$ cat config.mk
export PLATFORM = sky130hd
export DESIGN_NAME = addr_window_xlat
export DESIGN_NICKNAME = d
export VERILOG_FILES = /design/src/rtl/addr_window_xlat.sv
export SDC_FILE = /design/constraint.sdc
export NUM_CORES = 1
export LEC_CHECK = 0
export BUFFER_PORTS_ARGS = -buffer_cell sky130_fd_sc_hd__buf_2
export CAP_MARGIN = 20
export CORE_MARGIN = 8
export CORE_UTILIZATION = 57
export CTS_CLUSTER_DIAMETER = 200
export DETAILED_ROUTE_END_ITERATION = 10
export PLACE_DENSITY = 0.72
export SLEW_MARGIN = 30
export SYNTH_ARGS = -nofsm -noshare
export SYNTH_HDL_FRONTEND = slang
export SYNTH_SLANG_ARGS = --single-unit
$ cat constraint.sdc
create_clock -name clk -period 18.7 [get_ports clk]
set_input_delay 1.87 -clock clk [delete_from_list [all_inputs] [get_ports clk]]
set_output_delay 1.87 -clock clk [all_outputs]
set_load 0.02 [all_outputs]
$ cat src/rtl/addr_window_xlat.sv
module addr_window_xlat #(
  parameter int AW = 32
) (
  input  logic          clk,
  input  logic          rst_n,
  input  logic          cfg_valid,
  input  logic [2:0]    cfg_sel,
  input  logic [AW-1:0] cfg_data,
  input  logic          req_valid,
  input  logic [AW-1:0] req_addr,
  output logic          out_valid,
  output logic          out_miss,
  output logic [1:0]    out_part,
  output logic [AW-1:0] out_addr
);
  localparam int SW = AW + 2;

  logic [AW-1:0] st0, st1, st2, st3;
  logic [AW-1:0] sz0, sz1, sz2;
  logic          p3_en;

  always_ff @(posedge clk or negedge rst_n) begin
    if (!rst_n) begin
      st0 <= '0; st1 <= '0; st2 <= '0; st3 <= '0;
      sz0 <= '0; sz1 <= '0; sz2 <= '0;
      p3_en <= 1'b0;
    end else if (cfg_valid) begin
      case (cfg_sel)
        3'd0: st0 <= cfg_data;
        3'd1: sz0 <= cfg_data;
        3'd2: st1 <= cfg_data;
        3'd3: sz1 <= cfg_data;
        3'd4: st2 <= cfg_data;
        3'd5: sz2 <= cfg_data;
        3'd6: begin st3 <= cfg_data; p3_en <= 1'b1; end
        default: ;
      endcase
    end
  end

  logic [SW-1:0] b1, b2, b3, e0, e1, e2, v;
  assign v  = SW'(req_addr);
  assign b1 = SW'(sz0);
  assign b2 = b1 + SW'(sz1);
  assign b3 = b2 + SW'(sz2);
  assign e0 = b1;
  assign e1 = b2;
  assign e2 = b3;

  logic h0, h1, h2, h3;
  assign h0 = v < e0;
  assign h1 = (v >= b1) && (v < e1);
  assign h2 = (v >= b2) && (v < e2);
  assign h3 = p3_en && (v >= b3);

  logic [AW-1:0] p0, p1, p2, p3;
  assign p0 = st0 + req_addr;
  assign p1 = st1 + (req_addr - b1[AW-1:0]);
  assign p2 = st2 + (req_addr - b2[AW-1:0]);
  assign p3 = st3 + (req_addr - b3[AW-1:0]);

  logic          hit;
  logic [1:0]    part_n;
  logic [AW-1:0] addr_n;
  always_comb begin
    hit = 1'b1; part_n = 2'd0; addr_n = '0;
    if (h0)      begin part_n = 2'd0; addr_n = p0; end
    else if (h1) begin part_n = 2'd1; addr_n = p1; end
    else if (h2) begin part_n = 2'd2; addr_n = p2; end
    else if (h3) begin part_n = 2'd3; addr_n = p3; end
    else hit = 1'b0;
  end

  always_ff @(posedge clk or negedge rst_n) begin
    if (!rst_n) begin
      out_valid <= 1'b0;
      out_miss  <= 1'b0;
      out_part  <= '0;
      out_addr  <= '0;
    end else begin
      out_valid <= req_valid && hit;
      out_miss  <= req_valid && !hit;
      out_part  <= (req_valid && hit) ? part_n : 2'd0;
      out_addr  <= (req_valid && hit) ? addr_n : '0;
    end
  end
endmodule


## Word-level counts from Yosys, hierarchy flattened

Index checks and enable logic that the tools add are counted.
Widths: inputs -> output; s select.

- Register bits: 261
- Bits in latches: 0
- Memory bits (writable): 0
- Memory bits (read-only): 0
- Input bits: 71
- Output and inout bits: 36
- Memories: 0

- $add $sub $neg: 9
- Multipliers: 0
- Divide/modulo/power cells: 0
- Magnitude comparators: 6
- Equal/unequal tests: 6
- Shift operators: 0
- Muxes and demuxes: 14
- Bitwise logic cells: 0
- Reduce and logical (&&, ||, !) cells: 14

Operators by type and width:

| operator | number |
|---|---|
| $mux 32 | 5 |
| $add 32x32->32 | 4 |
| $sub 32x32->32 | 3 |
| $add 33x32->34 | 1 |
| $ge 32x34->1 | 1 |
| $lt 32x34->1 | 1 |
| $add 32x32->33 | 1 |
| $ge 32x33->1 | 1 |
| $lt 32x33->1 | 1 |
| $ge 32x32->1 | 1 |
| $lt 32x32->1 | 1 |
| $reduce_and 2->1 | 7 |
| $mux 2 | 5 |
| $eq 3x3->1 const B | 3 |
| $eq 3x2->1 const B | 2 |
| $logic_and 1x1->1 | 5 |
| $mux 1 | 4 |
| $eq 3x1->1 const B | 1 |
| $logic_not 3->1 | 1 |
| $logic_not 1->1 | 1 |

## Longest topological paths before layout

- Depth in word-level cells: 10
- Gate-level depth with buffers: 35
- Mapped depth without buffers: 35

## Worst setup path before layout

OpenSTA, ideal clock, no wires.

- Kind: register to register
- From: reg sz0[1]
- To: reg out_addr[11]
- Library setup time: 0.082 ns
- Arrival time: 6.938 ns
- Required time: 18.618 ns
- Slack: 11.680 ns
- Cell stages (with the launch flop): 32
- Path buffers: 2
- Path through: dfrtp_1 > ha_1 > a21o_1 > a21oi_1 > o21ai_0 > a41oi_1 > o21bai_1 > a21oi_1 > o21bai_1 > a21oi_1 > xnor2_1 > ha_1 > a21o_1 > a21o_1 > a41o_1 > o21ai_0 > a21oi_1 > o21ai_0 > a21oi_1 > a2111oi_0 > ha_1 > a21o_1 > a21oi_1 > nor2b_1 > a2111oi_0 > o2bb2ai_1 > a31oi_1 > a31oi_1 > clkbuf_1 > clkbuf_1 > nand3_1 > a31oi_1

- Word-level cells in the longest chain between the ends: 10

Ends and longest elaborated chain:

| item | line | source |
|---|---|---|
| start, declared | 19 | `logic [AW-1:0] sz0, sz1, sz2;` |
| start signal, assigned | 30 | `3'd1: sz0 <= cfg_data;` |
| branches (longest 9 deep; another with $add 33x32->34) | - |  |
| $mux 32 * | 84 | `out_addr <= (req_valid && hit) ? addr_n : '0;` |
| end signal, assigned | 84 |  |
| end, declared | 14 | `output logic [AW-1:0] out_addr` |

Every way passes the cells marked *.
A chain may end at the register's enable or synchronous reset.

## Final worst setup path

- From: reg sz0[1]
- To: reg out_addr[31]

The elaborated chain is that of the path after synthesis.

==> results.py <==
metrics = {
    "synthesis": {
        "netlist_area_sq_um": 24200,
        "async_flop_share_pct": 100,
        "ys_warn_count": 0,
        "syn_inst": 2614,
        "synth_top_flop_cell": "dfrtp_1",
        "ys_seq_elements": 261,
        "syn-num-nets": 3070,
        "synthDistinctLibCells": 80,
        "synth-edff-count": 0,
        "ys_seq_area_share_pct": 27.0,
        "syn_area_per_cell_sq_um": 9.25,
    },
    "worst_setup_path": {
        "worstPathRequired_ns": 19.16,
        "end_kind": "register",
        "crit_start": "sz0[1]",
        "cp_max_fo": 21,
        "r2r.worst_path.cells": 29,
        "r2r_end": "out_addr[31]",
        "crit_slowest_cell": "a2111oi_0",
        "crit_type": "reg -> reg",
        "worst_setup_path_start_kind": "register",
        "cp-endpoint": "out_addr[31]",
        "cp.arrival_ns": 9.50,
        "reg2reg_from": "sz0[1]",
        "r2r_setup_slack_ns": 9.66,
        "timing.critical_path.mode_cell": "a21oi_1",
        "max_stage_delay_ns": 0.81,
    },
    "clock_network": {
        "path_clk_slew_ns": 0.06,
        "cts.htree.levels": 1,
        "cts_buffers": 31,
        "clkSinkCount": 261,
        "max-clock-path-buffers": 3,
        "ctsHoldBuffers": 0,
        "clock_latency_ns": 0.60,
        "postCtsSetupRepairBufs": 0,
        "root_buffer": "clkbuf_16",
        "cts_tree": "yes",
        "cts_resized": 0,
    },
    "timing": {
        "max_slew_margin_pct": 29.9,
        "maxSlewViolCount": 0,
        "timing.final.crit_share_pct": 48.4,
        "hold_viol_final": 0,
        "fin_skew_ns": 0.0150,
        "setup_tns_ns": 0,
        "rsz0062_at_grt": "no",
        "fmax_mhz": 111,
        "worstMarginPinSlew_ns": 1.05,
        "fin_crit_ns": 9.04,
        "finalSetupViolCount": 0,
    },
    "run_status": {
        "outcome": "finished clean",
    },
    "final_layout": {
        "multi_input_area_sq_um": 16400,
        "drive_above_1_share_pct": 13.6,
        "seqCellArea_sq_um": 6530,
        "fillers": 3631,
        "synthToLayoutAreaGrowth_pct": 9.35,
        "n_antenna_cell": 0,
        "nNetsFinal": 3160,
    },
    "job": {
        "drv_cap": 0,
    },
    "worst_hold_path": {
        "hold_path.class": "reg -> reg",
        "hold_depth": 1,
    },
    "floorplanning": {
        "die_w_um": 222,
        "pin_count": 107,
        "fp.dieH_um": 222,
        "core_area_sq_um": 41900,
        "start_util_pct": 57.6,
        "die-area_sq_um": 49300,
        "rows": 75,
    },
    "drt": {
        "routedWlPerCell_um": 25.3,
        "firstDrtPassIters": 6,
        "final_antenna_net_count": 0,
        "vias": 20800,
        "viasPerCell": 6.38,
        "detail_route.iter0.violations": 2016,
        "drc": 0,
        "wirelength_mm": 82.6,
    },
    "global_routing": {
        "grt_pass1_vias": 20900,
        "grt_overflow": 0,
        "grt_pass1_wl_mm": 126,
        "antenna_found_initial": 1,
        "grt_max_degree": 157,
        "grt_usage_pct": 32.9,
    },
    "placed_design": {
        "dp_hpwl_mm": 65.2,
        "gp_congestion": 0.986,
        "portBuffers": 106,
    },
}
[cells in the final DEF, fill, tap and decap left out, drive strengths merged, types with 11 or more instances in the layout]
master / n
xor2: 54
buf: 125
nand4: 31
o211ai: 11
o21a: 26
xnor2: 118
mux2: 162
dfrtp: 261
nor2b: 22
a21oi: 176
a2111oi: 16
a211oi: 26
nor4: 12
ha: 289
inv: 290
a221oi: 30
nor3: 49
nand2: 168
nand2b: 22
or3: 14
fa: 96
nor2: 123
o21bai: 32
a21o: 86
o21ai: 170
and3: 17
a31oi: 28
nand3: 63
clkbuf: 40
or2: 14
[Yosys cell counts (10+ instances only)]
master	number	area share, %
xnor2_1	118	4.3
nand2_1	168	2.6
o211ai_1	11	0.34
o21a_1	26	0.81
and3_1	17	0.44
o21bai_1	32	0.99
dfrtp_1	261	27
a21o_1	86	2.7
a21oi_1	175	3.6
xor2_1	54	2.0
a221oi_1	30	1.1
fa_1	96	7.9
nor2b_1	22	0.57
a2111oi_0	10	0.36
a221o_1	10	0.41
o21ai_0	169	3.5
nand2b_1	22	0.57
nor3_1	49	1.0
nand3_1	63	1.3
a211oi_1	26	0.81
or2_2	13	0.34
inv_1	290	4.5
clkbuf_1	65	1.0
or3_1	14	0.36
mux2_2	162	7.5
ha_1	289	15
nor4_1	11	0.28
nor2_1	123	1.9
a31oi_1	28	0.72
nand4_1	31	0.80
[cell type report]
class	count	share of cell area, %
clock inverters	15	0.724
inverters	290	4.12
multi-input cells	1995	61.9
clock buffers	40	3.21
repair buffers	125	2.77
well taps	539	2.55
flip-flops and latches	261	24.7
[how the worst min path moves through the flow]
| stage | from | to | slack, ns |
|---|---|---|---|
| floorplan | st3[10] | st3[10] | 0.48 |
| global placement | st3[18] | st3[18] | 0.49 |
| detailed placement | st3[16] | st3[16] | 0.49 |
| CTS | st3[18] | st3[18] | 0.51 |
| global route | sz1[22] | sz1[22] | 0.52 |
| finish | st3[16] | st3[16] | 0.51 |
[routing by layer]
| layer | routed length, um | global-route usage, % | vias to the layer above |
|---|---|---|---|
| met5 | 0 | 0 | - |
| met4 | 3050 | 11.8 | 0 |
| met2 | 38800 | 55.0 | 786 |
| met1 | 35300 | 43.6 | 10400 |
| met3 | 5440 | 4.21 | 153 |
| li1 | - | - | 9521 |
[critical path: cells and delay by family (launching register included)]
family / cells / cell delay [ns]
AOI/OAI and AO/OA: 23 / 6.94
xor gates and xnor gates: 1 / 0.17
adders and majority gates: 3 / 1.04
buffers and inverters: 1 / 0.27
DFF: 1 / 0.41
and+or+nand+nor: 1 / 0.06
[kinds of logic after synthesis]
group	synth area share, %
adder cells (fa/ha/maj)	22.9
multiplexers	7.75
XOR/XNOR	6.23
AO/OA/AOI/OAI	19.4
AND/OR/NAND/NOR	11.2
buffers and inverters	5.58
flip-flops	27.0
[registers in the layout, indices dropped and copies added (netlist names)]
signal and count:
out_miss 1, out_part 2, sz2 32, sz0 32, st1 32, out_addr 32
out_valid 1, p3_en 1, st2 32, sz1 32, st3 32, st0 32
[stage by stage]
step           hold slack (ns)  utilization (%)  setup slack (ns)  cells  area [sq um]
2_1_floorplan            0.479                -             11.68   2614         24200
3_3_place_gp             0.489             60.4              9.69   3207         25300
3_5_place_dp             0.494             60.5              9.81   3209         25400
4_1_cts                  0.510             63.0              9.80   3264         26400
5_1_grt                  0.521             63.0              9.11   3265         26400
6_report                 0.512             63.0              9.66   3265         26400
Power is left out: the tool's default activity adds up to more than one toggle a clock period on the data nets, which glitch-free logic cannot reach.
